==> src/rtl/cfu_pkg.sv <==
`timescale 1ns/1ps
package cfu_pkg;

    typedef enum logic [3:0] {
        OP_NONE   = 4'd0,
        OP_PJMP   = 4'd1,
        OP_PCALL  = 4'd2,
        OP_LJMP   = 4'd3,
        OP_LCALL  = 4'd4,
        OP_BRANCH = 4'd5,
        OP_JIND   = 4'd6,
        OP_RET    = 4'd7,
        OP_RETI   = 4'd8,
        OP_PUSH   = 4'd9,
        OP_POP    = 4'd10
    } cfu_op_e;

    typedef enum logic [3:0] {
        STK_IDLE,
        STK_WR_LO,
        STK_WR_HI,
        STK_WR_ONE,
        STK_RD_HI,
        STK_RD_LO,
        STK_RD_FIN,
        STK_RD_ONE,
        STK_RD_BYTE
    } stk_state_e;

    typedef enum logic [2:0] {
        K_NONE,
        K_CALL,
        K_RET,
        K_RETI,
        K_PUSH,
        K_POP
    } pend_kind_e;

endpackage

==> src/rtl/cfu_target_calc.sv <==
`timescale 1ns/1ps
module cfu_target_calc
    import cfu_pkg::*;
#(
    parameter int BYTE_W      = 8,
    parameter int OPC_FIELD_W = 3
) (
    input  cfu_op_e                 op,
    input  logic [2*BYTE_W-1:0]     cur_pc,
    input  logic [BYTE_W-1:0]       opcode,
    input  logic [BYTE_W-1:0]       opnd1,
    input  logic [BYTE_W-1:0]       opnd2,
    input  logic [BYTE_W-1:0]       acc,
    input  logic [2*BYTE_W-1:0]     dptr,
    input  logic                    cond,
    input  logic [1:0]              ilen,
    output logic [2*BYTE_W-1:0]     target,
    output logic [2*BYTE_W-1:0]     ret_addr
);
    localparam int ADDR_W = 2 * BYTE_W;
    localparam int PAGE_W = BYTE_W + OPC_FIELD_W;

    logic [ADDR_W-1:0] pc_plus2;
    logic [ADDR_W-1:0] pc_plus3;
    logic [ADDR_W-1:0] page_tgt;
    logic [ADDR_W-1:0] long_tgt;
    logic [ADDR_W-1:0] seq_addr;
    logic [ADDR_W-1:0] rel_tgt;
    logic [ADDR_W-1:0] ind_tgt;
    logic [BYTE_W-1:0] disp;
    logic              three_byte;

    always_comb begin
        pc_plus2   = cur_pc + ADDR_W'(2);
        pc_plus3   = cur_pc + ADDR_W'(3);
        three_byte = (ilen == 2'd3);
        page_tgt   = {pc_plus2[ADDR_W-1:PAGE_W],
                      opcode[BYTE_W-1 -: OPC_FIELD_W], opnd1};
        long_tgt   = {opnd1, opnd2};
        seq_addr   = three_byte ? pc_plus3 : pc_plus2;
        disp       = three_byte ? opnd2 : opnd1;
        rel_tgt    = seq_addr + {{BYTE_W{disp[BYTE_W-1]}}, disp};
        ind_tgt    = dptr + {{BYTE_W{1'b0}}, acc};

        unique case (op)
            OP_PJMP, OP_PCALL: target = page_tgt;
            OP_LJMP, OP_LCALL: target = long_tgt;
            OP_BRANCH:         target = cond ? rel_tgt : seq_addr;
            OP_JIND:           target = ind_tgt;
            default:           target = cur_pc;
        endcase

        ret_addr = (op == OP_LCALL) ? pc_plus3 : pc_plus2;
    end

endmodule

==> src/rtl/cfu_stack_engine.sv <==
`timescale 1ns/1ps
module cfu_stack_engine
    import cfu_pkg::*;
#(
    parameter int                BYTE_W   = 8,
    parameter logic [BYTE_W-1:0] SP_RESET = BYTE_W'(7)
) (
    input  logic                  clk,
    input  logic                  rst_n,
    input  logic                  start_push2,
    input  logic                  start_pop2,
    input  logic                  start_push1,
    input  logic                  start_pop1,
    input  logic [2*BYTE_W-1:0]   push_word,
    input  logic [BYTE_W-1:0]     push_byte,
    output logic                  busy,
    output logic                  fin,
    output logic [2*BYTE_W-1:0]   pop_word,
    output logic [BYTE_W-1:0]     sp,
    output logic                  mem_en,
    output logic                  mem_we,
    output logic [BYTE_W-1:0]     mem_addr,
    output logic [BYTE_W-1:0]     mem_wdata,
    input  logic [BYTE_W-1:0]     mem_rdata
);
    localparam int ADDR_W = 2 * BYTE_W;

    typedef struct packed {
        stk_state_e        state;
        logic [BYTE_W-1:0] sp;
        logic [ADDR_W-1:0] word;
    } eng_t;

    eng_t r_q, r_d;
    logic [BYTE_W-1:0] sp_up;
    logic [BYTE_W-1:0] sp_dn;

    always_comb begin
        r_d       = r_q;
        sp_up     = r_q.sp + BYTE_W'(1);
        sp_dn     = r_q.sp - BYTE_W'(1);
        mem_en    = 1'b0;
        mem_we    = 1'b0;
        mem_addr  = r_q.sp;
        mem_wdata = r_q.word[BYTE_W-1:0];
        fin       = 1'b0;

        unique case (r_q.state)
            STK_IDLE: begin
                if (start_push2) begin
                    r_d.word  = push_word;
                    r_d.state = STK_WR_LO;
                end else if (start_push1) begin
                    r_d.word  = {{BYTE_W{1'b0}}, push_byte};
                    r_d.state = STK_WR_ONE;
                end else if (start_pop2) begin
                    r_d.state = STK_RD_HI;
                end else if (start_pop1) begin
                    r_d.state = STK_RD_ONE;
                end
            end
            STK_WR_LO: begin
                mem_en    = 1'b1;
                mem_we    = 1'b1;
                mem_addr  = sp_up;
                mem_wdata = r_q.word[BYTE_W-1:0];
                r_d.sp    = sp_up;
                r_d.state = STK_WR_HI;
            end
            STK_WR_HI: begin
                mem_en    = 1'b1;
                mem_we    = 1'b1;
                mem_addr  = sp_up;
                mem_wdata = r_q.word[ADDR_W-1:BYTE_W];
                r_d.sp    = sp_up;
                fin       = 1'b1;
                r_d.state = STK_IDLE;
            end
            STK_WR_ONE: begin
                mem_en    = 1'b1;
                mem_we    = 1'b1;
                mem_addr  = sp_up;
                mem_wdata = r_q.word[BYTE_W-1:0];
                r_d.sp    = sp_up;
                fin       = 1'b1;
                r_d.state = STK_IDLE;
            end
            STK_RD_HI: begin
                mem_en    = 1'b1;
                mem_addr  = r_q.sp;
                r_d.sp    = sp_dn;
                r_d.state = STK_RD_LO;
            end
            STK_RD_LO: begin
                mem_en    = 1'b1;
                mem_addr  = r_q.sp;
                r_d.sp    = sp_dn;
                r_d.word[ADDR_W-1:BYTE_W] = mem_rdata;
                r_d.state = STK_RD_FIN;
            end
            STK_RD_FIN: begin
                fin       = 1'b1;
                r_d.state = STK_IDLE;
            end
            STK_RD_ONE: begin
                mem_en    = 1'b1;
                mem_addr  = r_q.sp;
                r_d.sp    = sp_dn;
                r_d.state = STK_RD_BYTE;
            end
            STK_RD_BYTE: begin
                fin       = 1'b1;
                r_d.state = STK_IDLE;
            end
            default: r_d.state = STK_IDLE;
        endcase

        pop_word = {r_q.word[ADDR_W-1:BYTE_W], mem_rdata};
    end

    always_ff @(posedge clk) begin
        if (!rst_n) begin
            r_q.state <= STK_IDLE;
            r_q.sp    <= SP_RESET;
            r_q.word  <= '0;
        end else begin
            r_q <= r_d;
        end
    end

    assign busy = (r_q.state != STK_IDLE);
    assign sp   = r_q.sp;

    // each push write raises SP by one on the following edge
    p_push_step_r2: assert property (@(posedge clk) disable iff (!rst_n)
        (mem_en && mem_we) |=> (r_q.sp == BYTE_W'($past(r_q.sp) + BYTE_W'(1))));

    // each pop read lowers SP by one on the following edge
    p_pop_step_r7: assert property (@(posedge clk) disable iff (!rst_n)
        (mem_en && !mem_we) |=> (r_q.sp == BYTE_W'($past(r_q.sp) - BYTE_W'(1))));

    // SP holds while no sequence runs
    p_idle_sp_hold_r9: assert property (@(posedge clk) disable iff (!rst_n)
        (r_q.state == STK_IDLE) |=> $stable(r_q.sp));

    // a write never happens without the access enable
    p_we_with_en_r2: assert property (@(posedge clk) disable iff (!rst_n)
        mem_we |-> mem_en);

endmodule

==> src/rtl/ctrl_flow_unit.sv <==
`timescale 1ns/1ps
module ctrl_flow_unit
    import cfu_pkg::*;
#(
    parameter int                BYTE_W      = 8,
    parameter int                OPC_FIELD_W = 3,
    parameter logic [BYTE_W-1:0] SP_RESET    = BYTE_W'(7)
) (
    input  logic                  clk,
    input  logic                  rst_n,
    input  logic                  op_valid,
    input  logic [3:0]            op_sel,
    input  logic [2*BYTE_W-1:0]   cur_pc,
    input  logic [BYTE_W-1:0]     opcode,
    input  logic [BYTE_W-1:0]     opnd1,
    input  logic [BYTE_W-1:0]     opnd2,
    input  logic [BYTE_W-1:0]     acc,
    input  logic [2*BYTE_W-1:0]   dptr,
    input  logic                  cond,
    input  logic [1:0]            ilen,
    input  logic [BYTE_W-1:0]     push_byte,
    output logic                  mem_en,
    output logic                  mem_we,
    output logic [BYTE_W-1:0]     mem_addr,
    output logic [BYTE_W-1:0]     mem_wdata,
    input  logic [BYTE_W-1:0]     mem_rdata,
    output logic                  busy,
    output logic [2*BYTE_W-1:0]   pc_out,
    output logic                  pc_load,
    output logic [BYTE_W-1:0]     sp_out,
    output logic [BYTE_W-1:0]     pop_byte,
    output logic                  pop_valid,
    output logic                  reti_ack
);
    localparam int ADDR_W = 2 * BYTE_W;

    typedef struct packed {
        logic [ADDR_W-1:0] pc;
        logic              pc_load;
        logic [ADDR_W-1:0] pend_tgt;
        pend_kind_e        kind;
        logic [BYTE_W-1:0] pop_byte;
        logic              pop_valid;
        logic              reti_ack;
    } top_t;

    top_t r_q, r_d;

    cfu_op_e           op;
    logic              accept;
    logic [ADDR_W-1:0] target;
    logic [ADDR_W-1:0] ret_addr;
    logic              go_push2, go_pop2, go_push1, go_pop1;
    logic              eng_busy, eng_fin;
    logic [ADDR_W-1:0] eng_word;

    assign op = cfu_op_e'(op_sel);

    cfu_target_calc #(
        .BYTE_W      (BYTE_W),
        .OPC_FIELD_W (OPC_FIELD_W)
    ) u_calc (
        .op       (op),
        .cur_pc   (cur_pc),
        .opcode   (opcode),
        .opnd1    (opnd1),
        .opnd2    (opnd2),
        .acc      (acc),
        .dptr     (dptr),
        .cond     (cond),
        .ilen     (ilen),
        .target   (target),
        .ret_addr (ret_addr)
    );

    cfu_stack_engine #(
        .BYTE_W   (BYTE_W),
        .SP_RESET (SP_RESET)
    ) u_stack (
        .clk         (clk),
        .rst_n       (rst_n),
        .start_push2 (go_push2),
        .start_pop2  (go_pop2),
        .start_push1 (go_push1),
        .start_pop1  (go_pop1),
        .push_word   (ret_addr),
        .push_byte   (push_byte),
        .busy        (eng_busy),
        .fin         (eng_fin),
        .pop_word    (eng_word),
        .sp          (sp_out),
        .mem_en      (mem_en),
        .mem_we      (mem_we),
        .mem_addr    (mem_addr),
        .mem_wdata   (mem_wdata),
        .mem_rdata   (mem_rdata)
    );

    always_comb begin
        r_d           = r_q;
        r_d.pc_load   = 1'b0;
        r_d.pop_valid = 1'b0;
        r_d.reti_ack  = 1'b0;
        go_push2      = 1'b0;
        go_pop2       = 1'b0;
        go_push1      = 1'b0;
        go_pop1       = 1'b0;
        accept        = op_valid && !eng_busy;

        if (accept) begin
            unique case (op)
                OP_PJMP, OP_LJMP, OP_BRANCH, OP_JIND: begin
                    r_d.pc      = target;
                    r_d.pc_load = 1'b1;
                end
                OP_PCALL, OP_LCALL: begin
                    r_d.pend_tgt = target;
                    r_d.kind     = K_CALL;
                    go_push2     = 1'b1;
                end
                OP_RET: begin
                    r_d.kind = K_RET;
                    go_pop2  = 1'b1;
                end
                OP_RETI: begin
                    r_d.kind = K_RETI;
                    go_pop2  = 1'b1;
                end
                OP_PUSH: begin
                    r_d.kind = K_PUSH;
                    go_push1 = 1'b1;
                end
                OP_POP: begin
                    r_d.kind = K_POP;
                    go_pop1  = 1'b1;
                end
                default: ;
            endcase
        end

        if (eng_fin) begin
            unique case (r_q.kind)
                K_CALL: begin
                    r_d.pc      = r_q.pend_tgt;
                    r_d.pc_load = 1'b1;
                end
                K_RET: begin
                    r_d.pc      = eng_word;
                    r_d.pc_load = 1'b1;
                end
                K_RETI: begin
                    r_d.pc       = eng_word;
                    r_d.pc_load  = 1'b1;
                    r_d.reti_ack = 1'b1;
                end
                K_POP: begin
                    r_d.pop_byte  = eng_word[BYTE_W-1:0];
                    r_d.pop_valid = 1'b1;
                end
                default: ;
            endcase
            r_d.kind = K_NONE;
        end
    end

    always_ff @(posedge clk) begin
        if (!rst_n) begin
            r_q.pc        <= '0;
            r_q.pc_load   <= 1'b0;
            r_q.pend_tgt  <= '0;
            r_q.kind      <= K_NONE;
            r_q.pop_byte  <= '0;
            r_q.pop_valid <= 1'b0;
            r_q.reti_ack  <= 1'b0;
        end else begin
            r_q <= r_d;
        end
    end

    assign busy      = eng_busy;
    assign pc_out    = r_q.pc;
    assign pc_load   = r_q.pc_load;
    assign pop_byte  = r_q.pop_byte;
    assign pop_valid = r_q.pop_valid;
    assign reti_ack  = r_q.reti_ack;

    // a jump-type operation lands one edge after acceptance
    p_jump_latency_r11: assert property (@(posedge clk) disable iff (!rst_n)
        (accept && (op inside {OP_PJMP, OP_LJMP, OP_BRANCH, OP_JIND}))
        |=> (pc_load && (pc_out == $past(target))));

    // a call loads its target exactly three edges after acceptance
    p_call_latency_r11: assert property (@(posedge clk) disable iff (!rst_n)
        (accept && (op inside {OP_PCALL, OP_LCALL}))
        |=> (!pc_load && busy) ##1 (!pc_load && busy) ##1 pc_load);

    // the PC is never announced while a sequence is still running
    p_load_when_idle_r9: assert property (@(posedge clk) disable iff (!rst_n)
        pc_load |-> !busy);

    // interrupt-return acknowledge coincides with the PC load
    p_reti_with_load_r7: assert property (@(posedge clk) disable iff (!rst_n)
        reti_ack |-> pc_load);

    // a single pop never moves the PC
    p_pop_no_load_r8: assert property (@(posedge clk) disable iff (!rst_n)
        pop_valid |-> !pc_load);

endmodule

==> config.mk <==
export PLATFORM = sky130hd
export DESIGN_NAME = ctrl_flow_unit
export DESIGN_NICKNAME = d
export VERILOG_FILES = /design/src/rtl/cfu_pkg.sv /design/src/rtl/cfu_target_calc.sv /design/src/rtl/cfu_stack_engine.sv /design/src/rtl/ctrl_flow_unit.sv
export SDC_FILE = /design/constraint.sdc
export NUM_CORES = 1
export LEC_CHECK = 0
export ABC_AREA = 0
export BUFFER_PORTS_ARGS = -buffer_cell sky130_fd_sc_hd__buf_2
export CORE_MARGIN = 5
export CORE_UTILIZATION = 40
export DETAILED_ROUTE_END_ITERATION = 10
export GPL_TIMING_DRIVEN = 0
export MAX_ROUTING_LAYER = met4
export SYNTH_ARGS = -nofsm -noshare
export SYNTH_HDL_FRONTEND = slang
export SYNTH_SLANG_ARGS = --single-unit
==> constraint.sdc <==
create_clock -name clk -period 4.6 [get_ports clk]
set_input_delay 0.92 -clock clk [delete_from_list [all_inputs] [get_ports clk]]
set_output_delay 0.92 -clock clk [all_outputs]
set_load 0.02 [all_outputs]
# After elaboration in Yosys (flattened, before gate mapping)

Cells that the tools add are included.
Widths: inputs -> output; s select.

$add $sub $neg: 6
Eq/ne operators: 25
Muxes and demuxes: 35
Bitwise gates (word level): 1
Reductions and logical operators: 25

Operators by type and width:

| operator              | count |
|---|---|
| $mux 16               | 6 |
| $pmux 16 s4           | 1 |
| $mux 36               | 1 |
| $mux 17               | 2 |
| $pmux 17 s2           | 1 |
| $add 16x2->16 const B | 2 |
| $eq 4x3->1 const B    | 8 |
| $pmux 8 s2            | 2 |
| $mux 8                | 3 |
| $pmux 4 s5            | 1 |
| $add 16x16->16        | 1 |
| $add 16x8->16         | 1 |
| $eq 4x2->1 const B    | 4 |
| $eq 4x4->1 const B    | 4 |
| $mux 4                | 4 |
| $pmux 3 s5            | 1 |
| $mux 1                | 13 |
| $reduce_and 2->1      | 6 |
| $reduce_or 2->1       | 6 |
| $add 8x1->8 const B   | 1 |
| $eq 4x1->1 const B    | 2 |
| $reduce_or 4->1       | 2 |
| $sub 8x1->8 const B   | 1 |
| $eq 3x2->1 const B    | 2 |
| other kinds (14)      | 17 |

Register bits: 74
Input port bits: 90
Output and inout bits: 54
Word-level logic and storage cells: 103

# Depth between registers and ports, before layout

Gate-level depths: netlist of the first run.

Depth in word-level cells: 9
Gate-level depth with buffers: 15
Gate-level depth less buffers: 14

# Cells and area by module

Synthesis of the first run repeated with hierarchy kept, for this count alone.

Cell total of the unflattened synthesis: 835
Area total of the unflattened synthesis: 6698.9 um2

Modules (own cells, without submodules):

| module           | times used | cells an instance | area an instance (um2) | seq. area each (um2) |
|---|---|---|---|---|
| cfu_target_calc  | 1          | 373               | 2612.5                 | 0.0 |
| ctrl_flow_unit   | 1          | 237               | 2247.2                 | 920.9 |
| cfu_stack_engine | 1          | 225               | 1839.3                 | 560.5 |

# Worst setup path before layout of the first run

Ideal clock, no wire load.

Kind: input to register
Start point: input port cur_pc[1]
End point: register r_q, in the netlist pc_out[14]
Library setup time: 0.128 ns
Arrival: 3.791 ns
Required time: 4.472 ns
Path slack: 0.681 ns
Stages: 13
Buffers on the path: 0
Path through: inv_1 -> ha_1 -> a41oi_1 -> nor3_1 -> or2_2 -> ha_1 -> and3_1 -> a221oi_1 -> o221a_2 -> o31ai_1 -> xor2_1 -> a221oi_1 -> o21ai_0

Word-level cells in the longest chain between the ends: 9
Elaborated cells between the ends (all ways): 10
Classes of those cells: 3 x add/sub; 7 x mux

Ends and longest elaborated chain:

| what                                    | RTL line                                     | source |
|---|---|---|
| start, declared                         | ctrl_flow_unit.sv:13                         | `input logic [2*BYTE_W-1:0] cur_pc,` |
| $add 16x2->16, on equally long branches | cfu_target_calc.sv:34, cfu_target_calc.sv:35 |  |
| $mux 16                                 | cfu_target_calc.sv:40                        | `seq_addr = three_byte ? pc_plus3 : pc_plus2;` |
| $add 16x16->16                          | cfu_target_calc.sv:42                        | `rel_tgt = seq_addr + {{BYTE_W{disp[BYTE_W-1]}}, disp};` |
| $mux 16                                 | cfu_target_calc.sv:48                        | `OP_BRANCH: target = cond ? rel_tgt : seq_addr;` |
| $pmux 16 s4 *                           | cfu_target_calc.sv:45                        | `unique case (op)` |
| $mux 17 *                               | ctrl_flow_unit.sv:111                        | `unique case (op)` |
| $mux 36 *                               | ctrl_flow_unit.sv:110                        | `if (accept) begin` |
| $pmux 17 s2                             | ctrl_flow_unit.sv:142                        | `unique case (r_q.kind)` |
| $mux 17 *                               | ctrl_flow_unit.sv:141                        | `if (eng_fin) begin` |
| end signal, assigned                    | ctrl_flow_unit.sv:176                        | `r_q <= r_d;` |
| end, declared                           | ctrl_flow_unit.sv:47                         | `top_t r_q, r_d;` |

Mark *: on every way between the ends. The rest lies on a longest branch, timed or not.
A chain may end at the register's enable or synchronous reset.

# Final worst setup path of the first run

Start point: input port cur_pc[0]
End point: register r_q, in the netlist pc_out[15]

The elaborated chain is that of the path after synthesis.

==> impl_metrics.csv, run 1 <==
group,metric,value,unit
layout,drive_gt1_frac,0.225,
yosys,ys.flop_type,"dfxtp_1",
sta,worst_pin_slew,1.24,ns
die,dieArea,0.0193,sq mm
layout,utilization,0.479,
status,status,"finished clean",
die,dieHeight,139,microns
sta,final.min_clock_period,4.32,ns
sta,hold_viol,0,
global_routing,grt_pass1_wl,35900,microns
pwr,pwr-share-clk,0.236,
clock_tree,clkTransAtPathRegs,0.06,ns
setup_path,r2r_start,"r_q[10]",
pwr,power_switching,1.12,mW
global_routing,top_usage_layer,"met2",
clock_tree,numCtsBuffers,9,
routing,first_iter_violations,677,
routing,via_count,6867,
routing,first_pass_iters,5,
clock_tree,cts_tree,"done",
yosys,synth_edf_count,0,
routing,wl_per_cell,19.0,microns
layout,nets,1120,
pwr,peakVddDrop,209,uV
yosys,synthCells,861,
setup_path,cp.required,4.82,ns
sta,setup_viol,0,
setup_path,startpoint_type,"input port",
place,hpwl,18700,microns
routing,vias_per_cell,5.60,
setup_path,worst-path-max-fanout,6,
layout,syn2layout_area_growth,18.4,%
yosys,synth-seq-area-share,0.222,
clock_tree,htreeDepth,3,
setup_path,endpoint,"pc_out[15]",
pwr,leakagePower,3.19,nW
setup_path,reg2reg_depth,7,
die,io_pins,144,
setup_path,r2r_setup_slack,1.40,ns
place,io_buffers,129,
pwr,p_int,1.58,mW
yosys,ys_async_sr_fraction,0,
sta,slew_violations,0,
yosys,avgSynthCellArea,7.74,sq um
yosys,netlist-cell-type-count,74,
sta,period_share,0.938,
routing,antenna_violating_nets_post_route,0,
pwr,sequentialPowerShare,0.288,
setup_path,cp-startpoint,"cur_pc[0]",
clock_tree,cts.root.buffer_cell,"clkbuf_16",
yosys,yosys.area.top_type_share,0.222,
place,gp_congestion,0.943,
die,chipWidth,139,microns
global_routing,met2_usage,0.372,
sta,fmaxAchievable,232,MHz
sta,clock_skew,0.00699,ns
pwr,power_density,343,mW/mm^2
sta,rsz0062_at_grt,"false",
global_routing,met1_usage,0.315,
setup_path,crit_type,"in2reg",
sta,hold_slack,0.460,ns
clock_tree,cts_sinks,74,
yosys,ys_ff_latch,74,
job,drv_cap,0,
global_routing,met3_usage,0.0303,
setup_path,setup.worst_path.end_class,"register",
routing,drt_wl_total,23200,microns
sta,max-slew-margin-rel,0.169,
setup_path,cp.arrival,4.53,ns
hold_path,hp-class,"reg2reg",
die,num_rows,47,
global_routing,antenna_found_initial,1,
global_routing,grt_pass1_vias,6466,
setup_path,r2r_end,"pc_out[15]",
clock_tree,cts_buffer_depth,2,
global_routing,grt_max_degree,14,
yosys,synth_area_leaders,"dfxtp_1, xnor2_1, ha_1",
yosys,syn-cell-area,0.00666,sq mm
yosys,yosysWarnings,0,
global_routing,track_usage,0.238,
pwr,swShare,0.415,
yosys,syn-num-nets,981,
clock_tree,clk_latency,0.33,ns
yosys,synth.largest_area_cell,"dfxtp_1",
pwr,pwr-share-comb,0.476,
global_routing,gr-total-overflow,0,
die,start_util,0.405,
routing,drc,0,
die,coreArea,0.0165,sq mm
cells in the final DEF, fill, tap and decap left out, types with 5 or more instances in the layout:
| cell type | instances |
|---|---|
| dfxtp_1 | 74 |
| buf_4 | 32 |
| o21bai_1 | 5 |
| nand3_1 | 21 |
| nand3b_1 | 6 |
| and4_1 | 5 |
| a21oi_1 | 51 |
| xor2_1 | 23 |
| xnor2_1 | 44 |
| nor4_1 | 5 |
| inv_1 | 22 |
| nand4_1 | 12 |
| a22oi_1 | 16 |
| o21ai_0 | 38 |
| a211oi_1 | 15 |
| a211o_1 | 6 |
| a221o_1 | 11 |
| nand2_1 | 74 |
| o221ai_1 | 11 |
| mux2_2 | 19 |
| and3_1 | 10 |
| clkbuf_1 | 39 |
| nand2b_1 | 7 |
| a221oi_1 | 8 |
| buf_2 | 133 |
| nor3_1 | 24 |
| clkbuf_16 | 9 |
| a21o_1 | 5 |
| nor3b_1 | 8 |
| o21a_1 | 8 |
| a31oi_1 | 5 |
| o211ai_1 | 8 |
| nor2_1 | 76 |
| o21ai_1 | 10 |
| ha_1 | 28 |
| nor2b_1 | 18 |
| mux2i_1 | 14 |
| and2_1 | 23 |
Yosys cell counts (4+ instances only):
library cell,number
a211o_1,6
a211oi_1,15
a21o_1,5
a21oi_1,51
a221o_1,11
a221oi_1,11
a22oi_1,16
a31oi_1,5
and2_1,23
and3_1,10
and4_1,5
buf_2,4
buf_4,32
buf_6,4
clkbuf_1,40
dfxtp_1,74
ha_1,28
inv_1,22
mux2_2,19
mux2i_1,14
nand2_1,74
nand2b_1,7
nand3_1,21
nand3b_1,6
nand4_1,12
nor2_1,76
nor2b_1,18
nor3_1,24
nor3b_1,8
nor4_1,5
o211ai_1,8
o21a_1,8
o21ai_0,38
o21ai_1,10
o21bai_1,5
o221a_2,4
o221ai_1,11
o31ai_1,4
o32ai_1,4
or2_2,4
xnor2_1,45
xor2_1,23
metal layers:
| layer | up-vias | routed length, microns |
|---|---|---|
| met3 | 40 | 1300 |
| met1 | 3173 | 10700 |
| met4 | 0 | 680 |
| li1 | 3418 | - |
| met2 | 236 | 10600 |
| met5 | - | 0 |
power groups by stage:
stage               clock network [mW]  logic (mW)  registers [mW]
detailed placement                   0        1.28           0.792
global route                     0.673        1.41           0.789
finish                           0.639        1.29           0.780
CTS                              0.644        1.28           0.778
global placement                     0        1.28           0.793
floorplan                            0       0.919           0.771
through the flow:
stage / cells / setup WS [ns] / TNS (ns) / cell area, sq um / power, mW
after floorplan: 861 / 0.681 / 0 / 6660 / 1.69
after global placement: 1210 / -0.557 / -3.17 / 7580 / 2.07
after detailed placement: 1210 / -0.515 / -2.68 / 7580 / 2.07
after CTS: 1225 / 0.0800 / 0 / 7860 / 2.70
after global routing: 1226 / 0.0502 / 0 / 7890 / 2.87
final: 1226 / 0.285 / 0 / 7890 / 2.71
how the worst min path moves through the flow:
stage               startpoint       end  slack, ns  cells past startpoint
CTS                    r_q[19]   r_q[19]       0.45                      2
floorplan              r_q[10]  reti_ack       0.43                      2
global route           r_q[18]   r_q[18]       0.49                      2
finish                 r_q[17]   r_q[17]       0.46                      2
global placement       r_q[16]   r_q[16]       0.44                      2
detailed placement     r_q[19]   r_q[19]       0.45                      2
cell families (layout without fill, tap and decap cells):
| kind of cell | after synthesis | count (layout) | share of synthesized area |
|---|---|---|---|
| XOR/XNOR | 68 | 68 | 0.0894 |
| buffers and inverters | 105 | 249 | 0.0825 |
| flip-flops | 74 | 74 | 0.222 |
| multiplexers | 33 | 33 | 0.0532 |
| other | 0 | 1 | 0 |
| adder cells (fa/ha/maj) | 33 | 33 | 0.0631 |
| AO/OA/AOI/OAI | 240 | 240 | 0.253 |
| AND/OR/NAND/NOR | 308 | 308 | 0.237 |
state kept, by name, indices dropped and copies added, names as in the netlist:
register          flops
r_q                  19
pc_out               16
u_stack.r_q          12
pop_byte              8
u_stack.pop_word      8
u_stack.sp            8
pc_load               1
pop_valid             1
reti_ack              1
layout make-up:
| type | count | area (sq um) |
|---|---|---|
| inverters | 22 | 82.6 |
| plain buffers | 82 | 463 |
| multi-input cells | 682 | 4660 |
| flip-flops and latches | 74 | 1480 |
| clock inverters | 7 | 46.3 |
| fillers | 1715 | 8580 |
| repair buffers | 129 | 646 |
| well taps | 220 | 275 |
| clock buffers | 9 | 225 |
| diodes | 1 | 2.50 |
critical path: stages:
cell and delay, ns:
clkbuf_1 0.34, inv_1 0.09, ha_1 0.25, and3b_1 0.26
o21a_1 0.23, nand4_1 0.17, xnor2_2 0.32, ha_1 0.34
a21oi_1 0.19, o21ai_0 0.15, a311oi_1 0.36, nor3_1 0.11
a211oi_1 0.39, nor2_1 0.10, a211o_1 0.30
what timing repair did:
item                                    in CTS  in global routing
hold endpoints to repair                     0                  0
cloned                                       0                  0
setup buffers                                0                  0
endpoints found under the setup margin       4                  7
resized for setup                            1                  5
hold buffers                                 0                  0
(Power assumes the default switching activity.)
==> run 2: changes to the inputs <==
--- a/config.mk
+++ b/config.mk
@@ -7,6 +7,8 @@
 export LEC_CHECK = 0
 export ABC_AREA = 0
 export BUFFER_PORTS_ARGS = -buffer_cell sky130_fd_sc_hd__buf_2
+export CAP_MARGIN = 20
+export CORE_ASPECT_RATIO = 1.75
 export CORE_MARGIN = 5
 export CORE_UTILIZATION = 40
 export DETAILED_ROUTE_END_ITERATION = 10
==> constraint.sdc (replaced) <==
create_clock -name clk -period 5.3 [get_ports clk]
set_input_delay 1.06 -clock clk [delete_from_list [all_inputs] [get_ports clk]]
set_output_delay 1.06 -clock clk [all_outputs]
set_load 0.02 [all_outputs]
==> impl_metrics.csv, run 2 (synthesized netlist as in run 1, its figures left out) <==
group,metric,value,unit
pwr,peakVddDrop,171,uV
layout,final_cell_mix,"buf_2, nor2_1, nand2_1, dfxtp_1, a21oi_1",
sta,slew_violations,0,
clock_tree,cts_buffer_depth,2,
layout,drive_gt1_frac,0.220,
die,num_rows,62,
setup_path,reg2reg_depth,7,
sta,hold_viol,0,
pwr,power_switching,0.993,mW
hold_path,hp-class,"reg2reg",
die,io_pins,144,
pwr,pwr-share-comb,0.452,
routing,vias_per_cell,5.72,
setup_path,startpoint_type,"input port",
pwr,power_density,312,mW/mm^2
global_routing,grt_max_degree,15,
clock_tree,clkTransAtPathRegs,0.07,ns
clock_tree,numCtsBuffers,9,
clock_tree,cts_setup_buffers,0,
pwr,p_int,1.47,mW
sta,fin_tns_setup,0,ns
place,dp.cells,1214,
setup_path,r2r_start,"r_q[10]",
place,gp_congestion,0.951,
layout,nFillCells,1760,
global_routing,grt_pass1_wl,37300,microns
pwr,p_total,2.47,mW
clock_tree,ctsHoldBuffers,0,
clock_tree,cts_sinks,74,
clock_tree,htreeDepth,3,
clock_tree,clk_latency,0.34,ns
routing,drc,0,
pwr,pwr-share-clk,0.272,
sta,worst_pin_slew,1.09,ns
layout,syn2layout_area_growth,18.8,%
clock_tree,ctsResizeCount,0,
clock_tree,cts.root.buffer_cell,"clkbuf_16",
global_routing,track_usage,0.253,
setup_path,r2r_end,"pc_out[15]",
global_routing,gr-total-overflow,0,
place,hpwl,20000,microns
setup_path,cp.required,5.51,ns
layout,largest_reg_flops,19,
setup_path,r2r_setup_slack,2.19,ns
status,status,"finished clean",
setup_path,cp.arrival,5.38,ns
setup_path,setup.worst_path.end_class,"register",
sta,setup_viol,0,
layout,fin_cells,1230,
setup_path,crit_type,"in2reg",
die,dieHeight,181,microns
die,coreArea,0.0164,sq mm
layout,n_antenna_cell,0,
routing,first_pass_iters,5,
routing,first_iter_violations,369,
setup_path,cp-startpoint,"cur_pc[1]",
die,start_util,0.407,
routing,via_count,7037,
sta,fmaxAchievable,193,MHz
pwr,swShare,0.402,
routing,drt_wl_total,24300,microns
clock_tree,cts_tree,"done",
routing,wl_per_cell,19.8,microns
routing,antenna_violating_nets_post_route,0,
layout,layout_commonest_cell,"buf_2",
hold_path,hold_end,"r_q[16]",
sta,hold_slack,0.454,ns
layout,largest_register,"r_q",
global_routing,antenna_found_initial,0,
setup_path,worst-path-max-fanout,8,
place,io_buffers,129,
layout,nets,1121,
hold_path,hold_depth,2,
sta,rsz0062_at_grt,"false",
sta,period_share,0.975,
hold_path,hold_start,"r_q[16]",
sta,max-slew-margin-rel,0.270,
sta,final.min_clock_period,5.17,ns
die,dieArea,0.0194,sq mm
pwr,sequentialPowerShare,0.276,
job,drv_cap,0,
sta,clock_skew,0.00983,ns
global_routing,grt_pass1_vias,7031,
die,chipWidth,108,microns
pwr,leakagePower,3.20,nW
[run 2: power by group through the flow]
stage          combinational (mW)  sequential [mW]  clock [mW]
3_5_place_dp                 1.11            0.691           0
2_1_floorplan               0.798            0.669           0
3_3_place_gp                 1.10            0.691           0
6_report                     1.12            0.680       0.672
5_1_grt                      1.22            0.686       0.703
4_1_cts                      1.12            0.679       0.676
[run 2: worst max-delay path: stages]
cell and delay, ns:
buf_2 0.14, inv_1 0.11, ha_1 0.22, a41oi_1 0.72
nor3_1 0.13, or2_2 0.31, ha_1 0.41, and3_1 0.20
a221oi_1 0.68, o21ai_0 0.25, xnor2_1 0.17, a221oi_1 0.38
a21boi_0 0.46, o21ai_0 0.13
[run 2: final cells by class]
cell class / count / area, sq um / area share
plain buffers: 83 / 467 / 0.0590
clock inverters: 7 / 101 / 0.0128
multi-input cells: 682 / 4630 / 0.585
flip-flops and latches: 74 / 1480 / 0.187
well taps: 224 / 280 / 0.0354
clock buffers: 9 / 225 / 0.0285
inverters: 22 / 82.6 / 0.0104
repair buffers: 129 / 646 / 0.0816
[run 2: metal layers]
metal	up-vias	track usage	routed length, microns	part of all wire
li1	3408	-	-	-
met1	3295	0.249	8510	0.35
met2	259	0.468	13200	0.54
met3	75	0.0239	1080	0.044
met4	0	0.148	1570	0.064
met5	-	-	0	0
[run 2: per-stage QoR]
stage               area [sq um]  setup slack (ns)  utilization
CTS                         7910             0.250        0.483
global route                7910            0.0397        0.483
finish                      7910             0.130        0.483
floorplan                   6660              1.24            -
global placement            7590           -0.0871        0.464
detailed placement          7590           -0.0759        0.464
[run 2: worst max-delay path by stage]
stage | end | slack (ns) | depth (start not counted)
floorplan | pc_out[14] | 1.24 | 13
global placement | pc_out[8] | -0.09 | 14
detailed placement | pc_out[8] | -0.08 | 14
CTS | pc_out[8] | 0.25 | 14
global route | pc_out[8] | 0.04 | 14
finish | pc_out[8] | 0.13 | 14
==> run 3: changes to the inputs <==
--- a/config.mk
+++ b/config.mk
@@ -9,7 +9,7 @@
 export BUFFER_PORTS_ARGS = -buffer_cell sky130_fd_sc_hd__buf_2
 export CAP_MARGIN = 20
 export CORE_ASPECT_RATIO = 1.75
-export CORE_MARGIN = 5
+export CORE_MARGIN = 2
 export CORE_UTILIZATION = 40
 export DETAILED_ROUTE_END_ITERATION = 10
 export GPL_TIMING_DRIVEN = 0
==> impl_metrics.csv, run 3 (synthesized netlist as in run 1, its figures left out) <==
group,metric,value,unit
status,status,"finished clean",
routing,via_count,6980,
sta,fmaxAchievable,202,MHz
sta,setup_viol,0,
clock_tree,htreeDepth,3,
pwr,leakagePower,3.21,nW
pwr,p_total,2.50,mW
clock_tree,cts_sinks,74,
sta,worst_pin_slew,1.07,ns
layout,layout_commonest_cell,"buf_2",
die,num_rows,62,
routing,drc,0,
sta,clock_skew,0.00489,ns
clock_tree,clkTransAtPathRegs,0.06,ns
setup_path,critPathSlowestCell,"a221oi_1",
setup_path,path_buf_inv,2,
setup_path,cp.arrival,5.15,ns
sta,max-slew-margin-rel,0.282,
clock_tree,cts_buffer_depth,2,
sta,hold_viol,0,
place,io_buffers,129,
layout,syn2layout_area_growth,19.3,%
setup_path,path_cells,"buf_2, nand2_1, clkbuf_1, mux2_2, ha_1, fa_1, a21o_1, a221oi_1, o21ai_0, xnor2_1, a221oi_1, a21boi_0, o21ai_0",
setup_path,cp.depth,13,
routing,first_pass_iters,5,
global_routing,track_usage,0.269,
hold_path,hold_depth,2,
die,dieArea,0.0177,sq mm
setup_path,startpoint_type,"input port",
routing,antenna_violating_nets_post_route,0,
global_routing,gr-total-overflow,0,
clock_tree,cts.root.buffer_cell,"clkbuf_16",
job,drv_cap,0,
routing,wl_per_cell,19.3,microns
layout,largest_register,"r_q",
setup_path,crit_type,"in2reg",
setup_path,cp.required,5.50,ns
setup_path,worst-path-max-fanout,10,
setup_path,critPathTopFamily,"compound AO/OA/AOI/OAI gates",
routing,first_iter_violations,277,
hold_path,hp-class,"reg2reg",
sta,rsz0062_at_grt,"false",
setup_path,setup.worst_path.end_class,"register",
sta,fin_tns_setup,0,ns
global_routing,grt_pass1_vias,6779,
pwr,power_density,314,mW/mm^2
global_routing,grt_pass1_wl,35500,microns
routing,vias_per_cell,5.67,
layout,nets,1122,
die,chipWidth,102,microns
routing,drt_wl_total,23700,microns
die,start_util,0.407,
clock_tree,clk_latency,0.33,ns
die,coreArea,0.0164,sq mm
layout,n_antenna_cell,0,
die,io_pins,144,
sta,final.min_clock_period,4.95,ns
setup_path,max_stage_delay,0.70,ns
sta,period_share,0.934,
die,dieHeight,175,microns
sta,slew_violations,0,
global_routing,grt_max_degree,14,
pwr,peakVddDrop,193,uV
place,hpwl,19500,microns
place,gp_congestion,0.962,
setup_path,reg2reg_depth,6,
sta,hold_slack,0.454,ns
clock_tree,cts_tree,"done",
layout,drive_gt1_frac,0.221,
layout,largest_reg_flops,19,
layout,final_cell_mix,"buf_2, nor2_1, nand2_1, dfxtp_1, a21oi_1",
global_routing,antenna_found_initial,0,
clock_tree,numCtsBuffers,9,
[run 3: cell types whose count changed in the layout (fill, tap and decap cells not counted), sizes merged]
cell,before,now
bufinv,2,3
clkinvlp,2,1
inv,24,22
clkbuf,49,51
[run 3: worst min-delay path, delay by kind of cell, from the launching register on]
| kind | cells | cell delay [ns] |
|---|---|---|
| flops | 1 | 0.31 |
| simple gates | 1 | 0.05 |
| compound gates | 1 | 0.05 |
[run 3: area by class of cell]
| type | instances | area (sq um) |
|---|---|---|
| flip-flops and latches | 74 | 1480 |
| clock buffers | 10 | 239 |
| fillers | 1711 | 8420 |
| well taps | 224 | 280 |
| multi-input cells | 682 | 4640 |
| clock inverters | 5 | 103 |
| inverters | 22 | 82.6 |
| plain buffers | 83 | 467 |
| repair buffers | 130 | 653 |
[run 3: metal layers]
metal,track usage,wire (microns),up-vias,part of all wire
met5,-,0,-,0
met4,0.189,1850,0,0.078
met3,0.0300,965,76,0.041
met2,0.487,12500,241,0.53
met1,0.254,8390,3247,0.35
li1,-,-,3416,-
[run 3: repair_timing]
item / CTS / global route
resized for setup: 0 / 1
setup buffers: 0 / 0
endpoints found under the setup margin: 0 / 2
hold buffers: 0 / 0
[run 3: stage by stage]
step,setup slack (ns),instance area [sq um],utilization,instances
floorplan,1.24,6660,-,861
global placement,-0.0974,7590,0.464,1214
detailed placement,-0.127,7590,0.464,1214
CTS,0.200,7930,0.484,1229
global route,0.101,7940,0.485,1230
finish,0.349,7940,0.485,1230
[run 3: path summary, 6_finish.rpt]
kind,to,slack [ns],from
setup / recovery,pc_out[8],0.35,ilen[0]
hold / removal,r_q[19],0.45,r_q[19]
setup reg to reg,pc_out[6],2.62,u_stack.r_q[24]
hold reg to reg,r_q[19],0.45,r_q[19]
[run 3: power breakdown]
part | internal (mW) | switching [mW] | leakage, nW
sequential | 0.619 | 0.0603 | 0.600
clock | 0.469 | 0.233 | 0.165
combinational | 0.442 | 0.672 | 2.45
total | 1.53 | 0.965 | 3.21
